$ cat config.mk
export PLATFORM = sky130hd
export DESIGN_NAME = link_hyst_mon
export DESIGN_NICKNAME = d
export VERILOG_FILES = /design/src/rtl/lhm_pkg.sv /design/src/rtl/lhm_step_gen.sv /design/src/rtl/lhm_hold_timer.sv /design/src/rtl/lhm_fsm.sv /design/src/rtl/link_hyst_mon.sv
export SDC_FILE = /design/constraint.sdc
export NUM_CORES = 1
export LEC_CHECK = 0
export CAP_MARGIN = 20
export CELL_PAD_IN_SITES_DETAIL_PLACEMENT = 1
export CELL_PAD_IN_SITES_GLOBAL_PLACEMENT = 1
export CORE_MARGIN = 2
export CORE_UTILIZATION = 45
export CTS_BUF_LIST = sky130_fd_sc_hd__clkbuf_8
export DETAILED_ROUTE_END_ITERATION = 12
export HOLD_SLACK_MARGIN = 0.15
export PLACE_DENSITY_LB_ADDON = 0.15
export SYNTH_ARGS = -nofsm -noshare
export SYNTH_HDL_FRONTEND = slang
export SYNTH_SLANG_ARGS = --single-unit
$ cat constraint.sdc
create_clock -name clk_i -period 5.15 [get_ports clk_i]
set_input_delay 1.03 -clock clk_i [delete_from_list [all_inputs] [get_ports clk_i]]
set_output_delay 1.03 -clock clk_i [all_outputs]
set_load 0.03 [all_outputs]
$ cat src/rtl/lhm_pkg.sv
package lhm_pkg;
  typedef enum logic [1:0] {
    LS_DOWN = 2'd0,
    LS_HYST = 2'd1,
    LS_UP   = 2'd2
  } link_st_e;
endpackage

$ cat src/rtl/lhm_step_gen.sv
module lhm_step_gen #(
  parameter int TICK_DIV = 1
) (
  input  logic clk_i,
  input  logic rst_ni,
  input  logic run_i,
  input  logic tick_i,
  output logic step_o
);
  localparam int PRE_W = (TICK_DIV > 1) ? $clog2(TICK_DIV) : 1;

  generate
    if (TICK_DIV <= 1) begin : g_direct
      assign step_o = run_i & tick_i;
    end else begin : g_div
      localparam logic [PRE_W-1:0] PRE_MAX = PRE_W'(TICK_DIV - 1);
      logic [PRE_W-1:0] pre_q;

      always_ff @(posedge clk_i or negedge rst_ni) begin
        if (!rst_ni)         pre_q <= '0;
        else if (!run_i)     pre_q <= '0;   // restart on every entry
        else if (tick_i)     pre_q <= (pre_q == PRE_MAX) ? '0 : pre_q + 1'b1;
      end

      assign step_o = run_i & tick_i & (pre_q == PRE_MAX);
    end
  endgenerate
endmodule

$ cat src/rtl/lhm_hold_timer.sv
module lhm_hold_timer #(
  parameter int LOAD_VAL = 500,
  parameter int CNT_W    = 9
) (
  input  logic             clk_i,
  input  logic             rst_ni,
  input  logic             run_i,
  input  logic             step_i,
  output logic [CNT_W-1:0] cnt_o,
  output logic             done_o
);
  localparam logic [CNT_W-1:0] LOAD = CNT_W'(LOAD_VAL);
  logic [CNT_W-1:0] cnt_q;

  // reload whenever not qualifying: no partial count survives an exit
  always_ff @(posedge clk_i or negedge rst_ni) begin
    if (!rst_ni)                     cnt_q <= LOAD;
    else if (!run_i)                 cnt_q <= LOAD;
    else if (step_i && cnt_q != '0)  cnt_q <= cnt_q - 1'b1;
  end

  assign cnt_o  = cnt_q;
  assign done_o = (cnt_q == '0);
endmodule

$ cat src/rtl/lhm_fsm.sv
module lhm_fsm
  import lhm_pkg::*;
(
  input  logic     clk_i,
  input  logic     rst_ni,
  input  logic     sig_det_i,
  input  logic     done_i,
  output link_st_e state_o,
  output logic     run_o
);
  link_st_e st_q, st_d;

  always_comb begin
    st_d = st_q;
    unique case (st_q)
      LS_DOWN: if (sig_det_i) st_d = LS_HYST;
      LS_HYST: begin
        if (!sig_det_i)   st_d = LS_DOWN;
        else if (done_i)  st_d = LS_UP;
      end
      LS_UP:   if (!sig_det_i) st_d = LS_DOWN;
      default: st_d = LS_DOWN;
    endcase
  end

  always_ff @(posedge clk_i or negedge rst_ni) begin
    if (!rst_ni) st_q <= LS_DOWN;
    else         st_q <= st_d;
  end

  assign state_o = st_q;
  assign run_o   = (st_q == LS_HYST);
endmodule

$ cat src/rtl/link_hyst_mon.sv
module link_hyst_mon
  import lhm_pkg::*;
#(
  parameter int LOAD_VAL = 500,
  parameter int TICK_DIV = 1
) (
  input  logic       clk_i,
  input  logic       rst_ni,
  input  logic       sig_det_i,
  input  logic       tick_i,
  output logic       link_up_o,
  output logic [1:0] state_o
);
  localparam int CNT_W = $clog2(LOAD_VAL + 1);

  link_st_e         st;
  logic             run, step, done;
  logic [CNT_W-1:0] hold_cnt;

  lhm_step_gen #(.TICK_DIV(TICK_DIV)) u_step (
    .clk_i (clk_i),
    .rst_ni(rst_ni),
    .run_i (run),
    .tick_i(tick_i),
    .step_o(step)
  );

  lhm_hold_timer #(.LOAD_VAL(LOAD_VAL), .CNT_W(CNT_W)) u_timer (
    .clk_i (clk_i),
    .rst_ni(rst_ni),
    .run_i (run),
    .step_i(step),
    .cnt_o (hold_cnt),
    .done_o(done)
  );

  lhm_fsm u_fsm (
    .clk_i    (clk_i),
    .rst_ni   (rst_ni),
    .sig_det_i(sig_det_i),
    .done_i   (done),
    .state_o  (st),
    .run_o    (run)
  );

  assign state_o   = st;
  assign link_up_o = (st == LS_UP);
endmodule

==> results.toml <==
[cts]
cts_root_buffer = "clkbuf_8"
hold_buffers = 0
cts_tree = "done"
cts_buffers = 3
clk_latency_ns = 0.24
clk_pin_slew_ns = 0.05
cts_sinks = 11
cts_max_path_buffers = 2
post-cts-setup-buffers = 0
cts_resized = 0
htreeDepth = 1

[drt]
dr.pass1.iters = 2
vias = 505
via_per_inst = 6.012
drt_iter0_drc = 3
wl_met2_um = 706
top_layer_used = "met4"
wirelength_met1_um = 642
final_antenna_net_count = 0
drt-total-wl_um = 1427
wire_per_inst_um = 16.99
post-route-drc-count = 0
wl_met3_um = 37

[synthesis]
muxShareOfSynthArea_pct = 3.219
yosysWarnings = 0
synth-simple-area-share_pct = 26.76
synthArstFlopShare_pct = 100.0
synth_fa_ha_area_share_pct = 2.012
syn_inst = 61
avgSynthCellArea_um2 = 10.19
synth_seq_cells = 11
ys.flop_type = "dfstp_2"
synth.net_count = 66
syn_area_um2 = 621.8
synth_largest_area_cell = "dfstp_2"
yosysSeqAreaShare_pct = 45.47
synth_compound_area_share_pct = 18.31
synthTopCellsByArea = "dfstp_2 (25%), dfrtp_1 (20%), a2111o_1 (3.6%)"
yosys.area_share.xor_xnor_pct = 0
ys_top_cells_by_count = "dfstp_2 (6), nand2_1 (6), dfrtp_1 (5), o21ai_0 (4)"
synth_top_area_share_pct = 25.35
synth_top_family_by_area = "simple AND/OR/NAND/NOR gates"
synth_edf_count = 0
ys_types = 31

[sta]
fin_crit_ns = 2.555
max_freq_mhz = 391.5
finalHoldViolCount = 0
setup-tns-final_ns = 0
relSlewSlack_pct = 44.45
slew_violations = 0
setup_viol = 0
fin_crit_sh_pct = 49.60
fin_skew_ns = 0.006140
worstMarginPinSlew_ns = 0.8264
rsz0062_at_grt = "false"

[cells_and_area]
nNetsFinal = 75
antenna_cells = 0
utilization_pct = 56.25
design_area_um2 = 732.0
drive_above_1_share_pct = 23.19
areaGrowthSynthToFinish_pct = 17.71

[worst_setup_path]
cp.required_ns = 4.12
arrival_ns = 1.52
worstPathMaxFanout = 5
cpMaxStageDelayCell = "clkdlybuf4s50_1"
startpoint_type = "register"
path_cells = "nor2b_1 -> clkdlybuf4s50_1"
crit_type = "register to output port"
end_kind = "output port"
slowest_delay_ns = 0.69

[floorplan]
io_pins = 7
rows = 13
start_util_pct = 47.79
dieWidth_um = 41.18
coreArea_um2 = 1301
die_y_um = 41.18
die_area_um2 = 1695

[hold_path]
hp-class = "register to register"

[global_routing]
grt_max_degree = 12
overflow = 0
grt_pass1_vias = 530
grt_pass1_wl_um = 2332
antenna_found_initial = 0
grt_usage_pct = 22.53

[pwr]
p_leak_nw = 0.2667
fin_total_pwr_w = 0.0002032
powerDensity_nw_per_um2 = 277.7
ir_drop_v = 0.0001588

[placement]
portBuffers = 6
gp_congestion = 0.6833
dp_hpwl_um = 1053
placed_area_um2 = 685.7

[status]
status = "completed"

[job]
max_cap_violations = 0
-- registers in the layout, summed over array words and instances (netlist names) --
name,flops
u_fsm.state_o,2
u_timer.cnt_o,9
-- routing by layer --
layer | vias up | track usage [%]
li1 | 242 | -
met3 | 5 | 4.891
met5 | - | 0
met1 | 248 | 25.33
met4 | 0 | 14.52
met2 | 10 | 37.89
-- report_power, final --
| group | internal [W] | switching, W |
|---|---|---|
| clock network | 0.0000532 | 0.0000333 |
| logic | 0.00000955 | 0.0000114 |
| registers | 0.0000914 | 0.00000441 |
-- through the flow --
step	hold slack, ns	instances	worst slack (ns)
floorplan	0.4711	61	3.012
finish	0.5066	84	2.595
global route	0.5239	84	2.506
global placement	0.4911	80	2.440
detailed placement	0.4903	80	2.392
CTS	0.5025	84	2.586
-- kinds of logic after synthesis --
kind of cell / Yosys count
fa+ha+maj: 1
buf+inv: 5
compound gates: 16
mux: 2
simple gates: 26
flops: 11
-- path summary, 6_finish.rpt --
path	startpoint	end	slack (ns)	cells after the start
setup / recovery	u_fsm.state_o[1]	link_up_o	2.60	2
hold reg to reg	u_fsm.state_o[1]	u_fsm.state_o[0]	0.51	1
min in group asynchronous	rst_ni	u_timer.cnt_o[0]	1.12	1
max in group asynchronous	rst_ni	u_timer.cnt_o[5]	3.67	1
hold / removal	u_fsm.state_o[1]	u_fsm.state_o[0]	0.51	1
setup reg to reg	u_timer.cnt_o[3]	u_timer.cnt_o[2]	3.38	3
-- critical path, delay by kind of cell, from the launching register on --
kind,cells,cell delay [ns]
buffers and inverters,1,0.69
flip-flops,1,0.40
AND/OR/NAND/NOR,1,0.19
-- layout make-up --
| class | instances | area, um2 |
|---|---|---|
| fill | 157 | 569.3 |
| multi-input combinational | 45 | 312.8 |
| sequential | 11 | 282.8 |
| timing repair buffer | 6 | 60.06 |
| clock buffer | 3 | 41.29 |
| tap | 15 | 18.77 |
| inverter | 3 | 11.26 |
| clock inverter | 1 | 5.005 |
-- layout by cell type (no fill, tap or decap), drive strengths merged --
| master | synthesis | layout |
|---|---|---|
| mux2i | 2 | 2 |
| clkinv | 0 | 1 |
| nor4b | 1 | 1 |
| o21ai | 4 | 4 |
| or3 | 1 | 1 |
| or4b | 1 | 1 |
| nor3b | 1 | 1 |
| dfrtp | 5 | 5 |
| nor4 | 1 | 1 |
| inv | 3 | 3 |
| nand2 | 6 | 6 |
| clkbuf | 1 | 3 |
| a2111o | 2 | 2 |
| nand3b | 1 | 1 |
| clkdlybuf4s50 | 0 | 6 |
| dfstp | 6 | 6 |
| ha | 1 | 1 |
| nand2b | 1 | 1 |
| a21bo | 1 | 1 |
| nand3 | 3 | 3 |
| o31ai | 1 | 1 |
| or2 | 1 | 1 |
| a211o | 1 | 1 |
| and2 | 1 | 1 |
| a211oi | 2 | 2 |
| a311oi | 1 | 1 |
| nor2 | 3 | 3 |
| a21oi | 3 | 3 |
| or4 | 3 | 3 |
| a31oi | 1 | 1 |
| nor2b | 2 | 2 |
Note: power is estimated with default switching activity, not from simulation.
